==> src/rtl/prd_pkg.sv <==
package prd_pkg;
    typedef enum logic {
        ST_ARM   = 1'b0,
        ST_COUNT = 1'b1
    } prd_state_e;
endpackage

==> src/rtl/prd_sync.sv <==
module prd_sync #(
    parameter int STAGES = 2
) (
    input  logic clk,
    input  logic rst_n,
    input  logic async_in,
    output logic rise
);
    logic [STAGES-1:0] chain;
    logic              last;

    generate
        for (genvar i = 0; i < STAGES; i++) begin : g_stage
            if (i == 0) begin : g_first
                always_ff @(posedge clk or negedge rst_n) begin
                    if (!rst_n) chain[0] <= 1'b0;
                    else        chain[0] <= async_in;
                end
            end else begin : g_next
                always_ff @(posedge clk or negedge rst_n) begin
                    if (!rst_n) chain[i] <= 1'b0;
                    else        chain[i] <= chain[i-1];
                end
            end
        end
    endgenerate

    always_ff @(posedge clk or negedge rst_n) begin
        if (!rst_n) last <= 1'b0;
        else        last <= chain[STAGES-1];
    end

    assign rise = chain[STAGES-1] & ~last;
endmodule

==> src/rtl/prd_gate_timer.sv <==
module prd_gate_timer #(
    parameter int GATE_W = 16
) (
    input  logic              clk,
    input  logic              rst_n,
    input  logic              load,
    input  logic              run,
    input  logic [GATE_W-1:0] gate_len,
    output logic              gate_end,
    output logic              at_zero
);
    logic [GATE_W-1:0] gate_q;
    logic [GATE_W-1:0] tick;

    always_ff @(posedge clk or negedge rst_n) begin
        if (!rst_n) begin
            gate_q <= GATE_W'(1);
            tick   <= '0;
        end else if (load) begin
            gate_q <= (gate_len == '0) ? GATE_W'(1) : gate_len;
            tick   <= '0;
        end else if (run) begin
            tick   <= tick + GATE_W'(1);
        end
    end

    assign gate_end = run && (tick == gate_q - GATE_W'(1));
    assign at_zero  = (tick == '0);
endmodule

==> src/rtl/prd_edge_counter.sv <==
module prd_edge_counter #(
    parameter int CNT_W = 8
) (
    input  logic             clk,
    input  logic             rst_n,
    input  logic             clr,
    input  logic             en,
    input  logic             rise,
    output logic [CNT_W-1:0] nxt_cnt,
    output logic             nxt_ovf
);
    localparam logic [CNT_W-1:0] FULL = {CNT_W{1'b1}};

    logic [CNT_W-1:0] cnt_q;
    logic             ovf_q;

    always_comb begin
        nxt_cnt = cnt_q;
        nxt_ovf = ovf_q;
        if (rise) begin
            if (cnt_q == FULL) nxt_ovf = 1'b1;
            else               nxt_cnt = cnt_q + CNT_W'(1);
        end
    end

    always_ff @(posedge clk or negedge rst_n) begin
        if (!rst_n) begin
            cnt_q <= '0;
            ovf_q <= 1'b0;
        end else if (clr) begin
            cnt_q <= '0;
            ovf_q <= 1'b0;
        end else if (en) begin
            cnt_q <= nxt_cnt;
            ovf_q <= nxt_ovf;
        end
    end
endmodule

==> src/rtl/pulse_rate_digitizer.sv <==
module pulse_rate_digitizer
    import prd_pkg::*;
#(
    parameter int CNT_W  = 8,
    parameter int GATE_W = 16
) (
    input  logic              clk,
    input  logic              rst_n,
    input  logic              pulse_in,
    input  logic [GATE_W-1:0] gate_len,
    output logic [CNT_W-1:0]  count_out,
    output logic              count_valid,
    output logic              count_ovf
);
    prd_state_e       state, state_nxt;
    logic             edge_rise;
    logic             gate_end;
    logic             timer_at_zero;
    logic             arming;
    logic             roll;
    logic [CNT_W-1:0] final_cnt;
    logic             final_ovf;

    prd_sync #(.STAGES(2)) u_sync (
        .clk      (clk),
        .rst_n    (rst_n),
        .async_in (pulse_in),
        .rise     (edge_rise)
    );

    assign arming = (state == ST_ARM);
    assign roll   = (state == ST_COUNT) && gate_end;

    prd_gate_timer #(.GATE_W(GATE_W)) u_timer (
        .clk      (clk),
        .rst_n    (rst_n),
        .load     (arming || roll),
        .run      (state == ST_COUNT),
        .gate_len (gate_len),
        .gate_end (gate_end),
        .at_zero  (timer_at_zero)
    );

    prd_edge_counter #(.CNT_W(CNT_W)) u_count (
        .clk     (clk),
        .rst_n   (rst_n),
        .clr     (arming || roll),
        .en      (state == ST_COUNT),
        .rise    (edge_rise),
        .nxt_cnt (final_cnt),
        .nxt_ovf (final_ovf)
    );

    always_comb begin
        state_nxt = state;
        unique case (state)
            ST_ARM:   state_nxt = ST_COUNT;
            ST_COUNT: state_nxt = ST_COUNT;
        endcase
    end

    always_ff @(posedge clk or negedge rst_n) begin
        if (!rst_n) state <= ST_ARM;
        else        state <= state_nxt;
    end

    always_ff @(posedge clk or negedge rst_n) begin
        if (!rst_n) begin
            count_out   <= '0;
            count_ovf   <= 1'b0;
            count_valid <= 1'b0;
        end else begin
            count_valid <= roll;
            if (roll) begin
                count_out <= final_cnt;
                count_ovf <= final_ovf;
            end
        end
    end
endmodule

==> config.mk <==
export PLATFORM = sky130hd
export DESIGN_NAME = pulse_rate_digitizer
export DESIGN_NICKNAME = d
export VERILOG_FILES = /design/src/rtl/prd_pkg.sv /design/src/rtl/prd_sync.sv /design/src/rtl/prd_gate_timer.sv /design/src/rtl/prd_edge_counter.sv /design/src/rtl/pulse_rate_digitizer.sv
export SDC_FILE = /design/constraint.sdc
export NUM_CORES = 1
export LEC_CHECK = 0
export ABC_AREA = 1
export CORE_MARGIN = 3
export CORE_UTILIZATION = 45
export DETAILED_ROUTE_END_ITERATION = 10
export SYNTH_ARGS = -nofsm -noshare
export SYNTH_HDL_FRONTEND = slang
export SYNTH_SLANG_ARGS = --single-unit
==> constraint.sdc <==
create_clock -name clk -period 2.4 [get_ports clk]
set_input_delay 0.6 -clock clk [delete_from_list [all_inputs] [get_ports clk]]
set_output_delay 0.6 -clock clk [all_outputs]
set_load 0.01 [all_outputs]
# --- Word-level counts from Yosys, hierarchy flattened ---
# Cells that the tools add are included.
totals:
  word_cells: 35
  input_bits: 19
  reg_bits: 55
  out_inout_bits: 10
op_classes:
  n_addsub: 3
  n_reduce_logical: 5
  n_eq_ne: 2
  n_mux: 11
  n_bitwise: 3
ops:
  columns: ["cell", "count"]
  rows:
  - ["2-to-1 mux 16 bit", 3]
  - ["2-to-1 mux 8 bit", 4]
  - ["adder 16 x 1 -> 16 bit, second input constant", 1]
  - ["equality test 16 bit", 1]
  - ["zero test 16 bit", 1]
  - ["subtractor 16 x 1 -> 16 bit, second input constant", 1]
  - ["adder 8 x 1 -> 8 bit, second input constant", 1]
  - ["equality test 8 bit, second input constant", 1]
  - ["2-to-1 mux 1 bit", 4]
  - ["logical AND 1 bit", 2]
  - ["NOT 1 bit", 2]
  - ["nonzero test 2 bit", 1]
  - ["bitwise AND 1 bit", 1]
  - ["logical OR 1 bit", 1]

# --- Longest topological paths before layout ---
# Gate-level depths: netlist of the first run.
depth:
  word_depth: 6
  ltp_mapped: 16
  depth_no_buf: 15

# --- Hierarchy ---
# A second synthesis of the first run with hierarchy kept.
unflattened:
  hier_cells: 486
  area_unflattened_um2: 3402.0
modules_own_cells:
  columns: ["module", "cells_per_inst", "seq_area_each_um2", "instances", "area_per_inst_um2"]
  rows:
  - ["prd_gate_timer", 335, 802.0, 1, 2197.1]
  - ["prd_edge_counter", 101, 225.2, 1, 688.2]
  - ["pulse_rate_digitizer", 45, 275.3, 1, 431.7]
  - ["prd_sync", 5, 75.1, 1, 85.1]

# --- Worst setup path before layout of the first run ---
# OpenSTA, ideal clock, no wires.
synth_path:
  path_kind: "reg2reg"
  from: "reg u_timer.gate_q[0]"
  to: "reg u_timer.tick[11]"
  t_required_ns: 2.280
  path_slack_ns: 0.350
  arrival_time_ns: 1.930
  setup_ns: 0.120
  stages_incl_launch_ff: 15
  synth_period_minus_slack_ns: 2.050
  n_path_buf: 2
  cell_sequence: "dfstp_2 > inv_1 > ha_1 > nand2_2 > nor2_2 > nand2_1 > nand2_1 > a21oi_1 > nand2_1 > nor2_2 > nand2_2 > nand2_2 > buf_6 > buf_8 > nor2_2"
synth_via:
  elab_chain_len: 6
  word_cells_on_any_way: 7
  classes_between: "add/sub: 1; eq/ne: 1; mux: 1; reduce/logical: 4"
synth_rtl:
  columns: ["element", "line_no", "source"]
  rows:
  - ["from (decl)", "prd_gate_timer.sv:12", "logic [GATE_W-1:0] gate_q;"]
  - ["from (signal assigned)", "prd_gate_timer.sv:20", "gate_q <= (gate_len == '0) ? GATE_W'(1) : gate_len;"]
  - ["subtractor 16 x 1 -> 16 bit (*)", "prd_gate_timer.sv:27", "assign gate_end = run && (tick == gate_q - GATE_W'(1));"]
  - ["equality test 16 bit (*)", "prd_gate_timer.sv:27", null]
  - ["logical AND 1 bit (*)", "prd_gate_timer.sv:27", null]
  - ["logical AND 1 bit (*)", "pulse_rate_digitizer.sv:32", "assign roll = (state == ST_COUNT) && gate_end;"]
  - ["logical OR 1 bit (*)", "pulse_rate_digitizer.sv:37", ".load (arming || roll),"]
  - ["2-to-1 mux 16 bit or nonzero test 2 bit (tied branches)", null, null]
  - ["to (signal assigned)", "prd_gate_timer.sv:23", "tick <= tick + GATE_W'(1);"]
  - ["to (decl)", "prd_gate_timer.sv:13", "logic [GATE_W-1:0] tick;"]
# Every way passes the cells marked *; elsewhere a longest branch is shown, timed or not.
# A chain may end at the register's enable or synchronous reset.

# --- Worst setup path after layout of the first run ---
layout_path:
  from: "reg u_timer.gate_q[0]"
  to: "reg u_timer.gate_q[3]"
layout_via:
  elab_chain_len: 5
layout_rtl:
  columns: ["element", "line_no"]
  rows:
  - ["subtractor 16 x 1 -> 16 bit", "prd_gate_timer.sv:27"]
  - ["equality test 16 bit", "prd_gate_timer.sv:27"]
  - ["logical AND 1 bit", "prd_gate_timer.sv:27"]
  - ["logical AND 1 bit", "pulse_rate_digitizer.sv:32"]
  - ["logical OR 1 bit", "pulse_rate_digitizer.sv:37"]
# No other way between the ends.

==> results of run 1 <==
layer usage:
metal / GRT usage (%) / up-vias
met4: 4.85 / 0
met5: 0 / -
met2: 28.4 / 48
li1: - / 1403
met3: 2.85 / 8
met1: 26.5 / 1218
power by group:
| group | switching (µW) | internal (µW) | leakage [µW] |
|---|---|---|---|
| combinational | 165 | 118 | 0.000986 |
| clock | 318 | 236 | 0.0000474 |
| sequential | 48.2 | 961 | 0.000725 |
| total | 531 | 1320 | 0.00176 |
worst max-delay path, stage by stage, from the launching register on:
cell,delay (ns)
dfstp_2,0.56
inv_1,0.08
ha_1,0.24
nand2_2,0.13
nor2_2,0.08
nand2_1,0.06
nand2_1,0.07
a21oi_1,0.13
nand2_1,0.08
nor2_2,0.14
nand2_2,0.07
nand2_2,0.09
buf_4,0.25
nand2_1,0.08
nand2_1,0.06
synth_stat cells (all sizes together) (2+ instances only):
library cell,instances,share of area [%]
nand2,126,15
nor2,68,9.4
dfrtp,54,42
inv,53,6.3
nand3,42,6.8
xor2,18,5.0
nand4,16,3.1
xnor2,11,3.0
buf,8,1.8
o21ai,8,1.3
nor4,5,0.98
a21oi,3,0.47
ha,3,1.2
nor3,3,0.47
clkbuf,2,0.24
nand3b,2,0.47
final timing paths:
check                                        from           endpoint  slack [ns]  depth (start not counted)
max in group asynchronous                   rst_n    u_timer.tick[7]        1.60                          2
min in group clk                  u_sync.chain[0]    u_sync.chain[1]        0.36                          0
worst max register to register  u_timer.gate_q[0]  u_timer.gate_q[3]        0.22                         14
worst min-delay path                        rst_n  u_timer.gate_q[1]        0.25                          1
worst min register to register    u_sync.chain[0]    u_sync.chain[1]        0.36                          0
worst max-delay path            u_timer.gate_q[0]  u_timer.gate_q[3]        0.22                         14
layout make-up:
type | count | area (µm²)
inverters | 53 | 199
fillers | 679 | 3130
well taps | 96 | 120
flip-flops and latches | 55 | 1380
clock buffers | 6 | 82.6
repair buffers | 35 | 353
clock inverters | 2 | 16.3
multi-input cells | 310 | 1550
per-stage QoR:
| step | cell area [µm²] | hold slack (ns) | util, % | total power [µW] | std cells |
|---|---|---|---|---|---|
| 6_report | 3700 | 0.248 | 54.1 | 1850 | 557 |
| 5_1_grt | 3700 | 0.292 | 54.1 | 1950 | 557 |
| 4_1_cts | 3690 | 0.261 | 54.0 | 1870 | 557 |
| 3_5_place_dp | 3590 | 0.341 | 52.5 | 1310 | 549 |
| 3_3_place_gp | 3590 | 0.337 | 52.5 | 1310 | 549 |
| 2_1_floorplan | 3180 | 0.304 | - | 1210 | 428 |
flip-flops by register name, summed over array words and instances (netlist names):
signal and cells:
count_valid 1, count_ovf 1, u_timer.tick 16, u_count.cnt_q 8, u_sync.last 1, count_out 8
u_sync.chain 2, state 1, u_timer.gate_q 16, u_count.ovf_q 1
logic make-up after synthesis:
group | count (synthesis)
AOI/OAI and AO/OA | 13
xor gates and xnor gates | 29
DFF | 55
adders and majority gates | 3
buffers and inverters | 63
and+or+nand+nor | 264
other | 1
what timing repair did:
item | in CTS | in global routing
hold buffers | 0 | 0
resized for setup | 0 | 2
setup endpoints to repair | 0 | 12
layout by cell type, fill, tap and decap left out:
cell	Yosys	layout
nand2_1	122	122
dfrtp_1	54	54
inv_1	53	53
nor2_1	52	51
nand3_1	41	41
clkdlybuf4s50_1	0	27
xor2_1	18	18
nor2_2	15	16
nand4_1	16	16
xnor2_1	11	11
o21ai_0	8	8
clkbuf_8	0	6
nor4_1	5	5
buf_4	1	5
nand2_2	4	4
a21oi_1	3	3
nor3_1	3	3
ha_1	3	3
nand3b_1	2	2
buf_12	0	2
nor2_4	1	1
and2_1	1	1
a41o_1	1	1
or2_2	1	1
o21a_1	1	1
nand3_4	0	1
clkinvlp_4	0	1
clkinv_4	0	1
buf_2	4	1
conb_1	1	1
dfstp_2	1	1
==> impl_results.md, run 1 <==
- Status: finished, final reports clean
- Largest net degree at the start of global routing: 35
- Worst-Margin Slew: 0.645 ns
- Mapped Area: 3180 µm²
- Period minus WS final: 2.18 ns
- Max frequency: 459 MHz
- Initial Util: 46.6%
- DR WL met2: 3190 µm
- Netlist cell types: 30
- Post-synth EDFFs: 0
- Synth Warn #: 0
- Post-synth top flop: dfrtp_1
- Post-Synth Adder-Cell Area: under 10%
- Post-Synth XOR/XNOR Area: 7.98%
- Worst Path Arrival: 2.44 ns
- Hpwl dp: 5380 µm
- Residual DRC: 0
- CTS sink count: 55
- RSZ-0062 raised after global routing: no
- Die X: around 90 µm
- Compound-gate portion of the synthesized area: 2.28%
- Core Rows: 30
- Max Used Layer: met4
- Met3 wire len: 261 µm
- Worst-path clk slew: 0.10 ns
- Routed WL: 7000 µm
- Final Slew Violations: 0
- Post-DR vias/cell: approximately 4.8
- Leak: roughly 0.0018 µW
- Main combinational cell family by area after synthesis: simple AND/OR/NAND/NOR gates
- Vias: 2677
- Final hold violations: 0
- HP Class: in2async
- I/O pins: 29
- Final nets: just under 500
- Setup Skew: 0.00329 ns
- Max rail drop VDD: 295 µV
- PortBufs: 28
- Core area: 6830 µm²
- CTS Buffer Depth: 2
- CTS tree: yes
- Pwr per Cell Area: 499 nW/µm²
- Crit path launch type: flip-flop
- Relative slew slack: 57.0%
- ANT cells: 0
- H-tree depth: 2
- Global-route wire length before repair: 12000 µm
- # Post-CTS Setup Buffers: 0
- Setup Viol. Count Final: 0
- Worst-skew pair later-pin latency: 0.31 ns
- CTS root buffer: clkbuf_8
- Final Wtd Congestion: 0.892
- M1 wire length: 3460 µm
- Mux cell area share after synthesis: 0%
- Synth-to-layout area growth: 16.2%
- Count of max-cap constraint violations: 0
- Sequential area share after synthesis: 43.3%
- Initial antenna violation count: 0
- Router iterations before antenna repair: 4
- Final Cycle Share: 90.8%
- Post-synthesis register bit count: 55
- Ys async rst share: between 90% and 100%
- Post-Syn Nets: 450
- Layout cells sized above 1: between 8 and 9%
- Die area: 8120 µm²
- CTS Buf Count: 5
- Grt total ovfl: 0
- Chip height: 90.1 µm
- Worst Setup End Kind: flip-flop
- Post-Synth Simple-Gate Area: 36.8%
- Mapped Cells: approximately 430
- Vias in the first global route: ~2500
- Synthesized area per cell: between 7 and 8 µm²
- Post-route setup TNS: 0 ns
- CP Class: reg2reg
- Remaining antenna violation count after routing: 0
- All-Layer GR Usage: between 15 and 20%
- Critical Path RT: ~2.7 ns
- Setup ws final: 0.221 ns
- Avg WL per Cell: 12.6 µm
- DP Worst Slack: 0.164 ns
- Starting DRT DRC Count: 145
- CP max FO: 17
No activity file was read; power rests on OpenSTA's default activity.
==> run 2, diff against run 1 <==
- ABC_CLOCK_PERIOD_IN_PS: not set -> 2400
- CORE_ASPECT_RATIO: not set -> 0.6
- CORE_MARGIN: 3 -> not set
==> impl_results.md, run 2 (synthesis gave the netlist of run 1 again) <==
- Combinational Power Share: 13.2% (was 15.3%)
- Reg2reg setup slack: 0.23 ns (was 0.22 ns)
- CTS root buffer: clkbuf_16 (was clkbuf_8)
- Pwr per Cell Area: 592 nW/µm² (was 499 nW/µm²)
- Final Cycle Share: 90.6% (was 90.8%)
- Post-route setup TNS: 0 ns (unchanged)
- Setup Skew: 0.00473 ns (was 0.00329 ns)
- CP cell instances: inv_1, ha_1, nand2_2, nor2_2, nand3b_1, nand2_1, nor2_1, nand2_1, nor2_2, nand2_2, nand2_2, buf_4, nand2_1, nand2_1 (was inv_1, ha_1, nand2_2, nor2_2, nand2_1, nand2_1, a21oi_1, nand2_1, nor2_2, nand2_2, nand2_2, buf_4, nand2_1, nand2_1)
- Router iterations before antenna repair: 4 (unchanged)
- Hpwl dp: 5650 µm (was 5380 µm)
- Worst-Margin Slew: 0.512 ns (was 0.645 ns)
- Avg WL per Cell: 13.6 µm (was 12.6 µm)
- Layout Utilization: 56.0% (was 54.1%)
- Final Wtd Congestion: 0.952 (was 0.892)
- Storage element area: 1380 µm² (unchanged)
- CP Class: reg2reg (unchanged)
- Core Rows: 23 (was 30)
- Starting DRT DRC Count: 216 (was 145)
- CTS Buffer Depth: 2 (unchanged)
- All-Layer GR Usage: 21.6% (was 18.2%)
- Switching power: 561 µW (was 531 µW)
- Power Total: 2240 µW (was 1850 µW)
- R2R depth: 14 (unchanged)
- Largest net degree at the start of global routing: 35 (unchanged)
- Crit path max-delay family: simple AND/OR/NAND/NOR gates (unchanged)
- Status: finished, final reports clean (unchanged)
- Core area: 6760 µm² (was 6830 µm²)
- Die area: 7420 µm² (was 8120 µm²)
- PortBufs: 28 (unchanged)
- # Post-CTS Setup Buffers: 0 (unchanged)
- Worst Setup End Kind: flip-flop (unchanged)
- Reg power frac: 45.0% (was 54.7%)
- Residual DRC: 0 (unchanged)
- Critical R2R Launch: u_timer.gate_q[0] (unchanged)
- Final Slew Violations: 0 (unchanged)
- Leak: 0.00180 µW (was 0.00176 µW)
- Commonest cells after routing, fill and taps aside: nand2_1 (122), dfrtp_1 (54), inv_1 (53), nor2_1 (51), nand3_1 (41) (unchanged)
- CTS tree: yes (unchanged)
- Final nets: 482 (unchanged)
- H-tree depth: 2 (unchanged)
- Critical path's largest stage delay: 0.55 ns (was 0.56 ns)
- FILL cells: 623 (was 679)
- Placed inst area: 3580 µm² (was 3590 µm²)
- Synth-to-layout area growth: 19.0% (was 16.2%)
- Max frequency: 460 MHz (was 459 MHz)
- Worst Path Arrival: 2.42 ns (was 2.44 ns)
- Critical Path RT: 2.64 ns (was 2.66 ns)
- Most common cell after layout, fill and taps aside: nand2_1 (unchanged)
- Count of max-cap constraint violations: 0 (unchanged)
- Int Power: 1680 µW (was 1320 µW)
- Post-DR vias/cell: 4.96 (was 4.81)
- Worst-path clk slew: 0.07 ns (was 0.10 ns)
- Die X: 111 µm (was 90.1 µm)
- Vias in the first global route: 2399 (was 2519)
- Routed WL: 7430 µm (was 7000 µm)
- Clock Power Share: 41.8% (was 30.0%)
- Relative slew slack: 65.6% (was 57.0%)
- HP Class: in2async (unchanged)
- Setup Viol. Count Final: 0 (unchanged)
- Grt total ovfl: 0 (unchanged)
- Max rail drop VDD: 400 µV (was 295 µV)
- Global-route wire length before repair: 12300 µm (was 12000 µm)
- Initial Util: 47.0% (was 46.6%)
- Critical path buffers and inverters: 2 (unchanged)
- Slowest-stage cell, CP: dfstp_2 (unchanged)
- Post-route cell area: 3790 µm² (was 3700 µm²)
- RR Endpoint: u_timer.gate_q[2] (was u_timer.gate_q[3])
- RSZ-0062 raised after global routing: no (unchanged)
- CTS Buf Count: 5 (unchanged)
- ANT cells: 0 (unchanged)
- Crit path launch type: flip-flop (unchanged)
- Largest regs: u_timer.gate_q: 16 flops, u_timer.tick: 16 flops (unchanged)
- CTS sink count: 55 (unchanged)
- Switching share of total power: 25.0% (was 28.8%)
- Vias: 2716 (was 2677)
- Remaining antenna violation count after routing: 0 (unchanged)
- Initial antenna violation count: 0 (unchanged)
- I/O pins: 29 (unchanged)
- Crit-path most repeated cell: nand2_1 (unchanged)
- DP Worst Slack: 0.179 ns (was 0.164 ns)
- Multi-input combinational cell area: 1560 µm² (was 1550 µm²)
- Chip height: 67.1 µm (was 90.1 µm)
- Final hold violations: 0 (unchanged)
- Setup ws final: 0.227 ns (was 0.221 ns)
- Worst-skew pair later-pin latency: 0.30 ns (was 0.31 ns)
- CP max FO: 14 (was 17)
- Period minus WS final: 2.17 ns (was 2.18 ns)
- Layout cells sized above 1: 8.46% (was 8.68%)
## run 2: cell types whose count changed in the layout (fill, tap and decap cells not counted), sizes merged
cell	previous run	this run
bufinv	0	2
clkinv	1	0
clkinvlp	1	0
## run 2: layer usage
metal / GRT usage (%) / part of all wire (%) / up-vias
li1: - / - / 1408
met1: 35.1 / 57 / 1228
met2: 27.9 / 36 / 73
met3: 4.94 / 6.0 / 7
met4: 5.00 / 0.79 / 0
met5: 0 / 0 / -
## run 2: final cells by class
type | count | share of cell area, %
clock inverter | 2 | 1.59
timing repair buffer | 35 | 9.32
tap | 87 | 2.87
clock buffer | 6 | 3.40
inverter | 53 | 5.25
multi-input combinational | 310 | 41.2
sequential | 55 | 36.4
## run 2: worst reg2reg max path: stages (launching register included)
cell and delay, ns:
dfstp_2 0.55, inv_1 0.09, ha_1 0.25, nand2_2 0.15
nor2_2 0.07, nand3b_1 0.09, nand2_1 0.09, nor2_1 0.11
nand2_1 0.07, nor2_2 0.12, nand2_2 0.08, nand2_2 0.09
buf_4 0.22, nand2_1 0.09, nand2_1 0.06
## run 2: worst max-delay path by stage
stage,endpoint,start,slack [ns],cells past startpoint
after floorplan,u_timer.tick[11],u_timer.gate_q[0],0.35,14
after global placement,count_out[1],u_timer.gate_q[0],0.23,12
after detailed placement,count_out[1],u_timer.gate_q[0],0.18,12
after CTS,count_out[1],u_timer.gate_q[0],0.16,12
after global routing,u_timer.gate_q[3],u_timer.gate_q[0],0.02,15
final,u_timer.gate_q[2],u_timer.gate_q[0],0.23,14
## run 2: timing repair
action                                  4_1_cts  5_1_grt
endpoints found under the setup margin        0       16
gates resized for setup                       0        4
hold buffers                                  0        0
## run 2: per-stage QoR
| stage | std cells | hold WS [ns] |
|---|---|---|
| after floorplan | 428 | 0.304 |
| after global placement | 540 | 0.332 |
| after detailed placement | 540 | 0.339 |
| after CTS | 548 | 0.289 |
| after global routing | 548 | 0.314 |
| final | 548 | 0.268 |
## run 2: power by group through the flow
stage	Clock, µW	Combinational [µW]	Sequential (µW)
finish	938	295	1010
detailed placement	0	291	1020
global route	988	337	1010
global placement	0	289	1020
CTS	964	293	1010
floorplan	0	195	1010
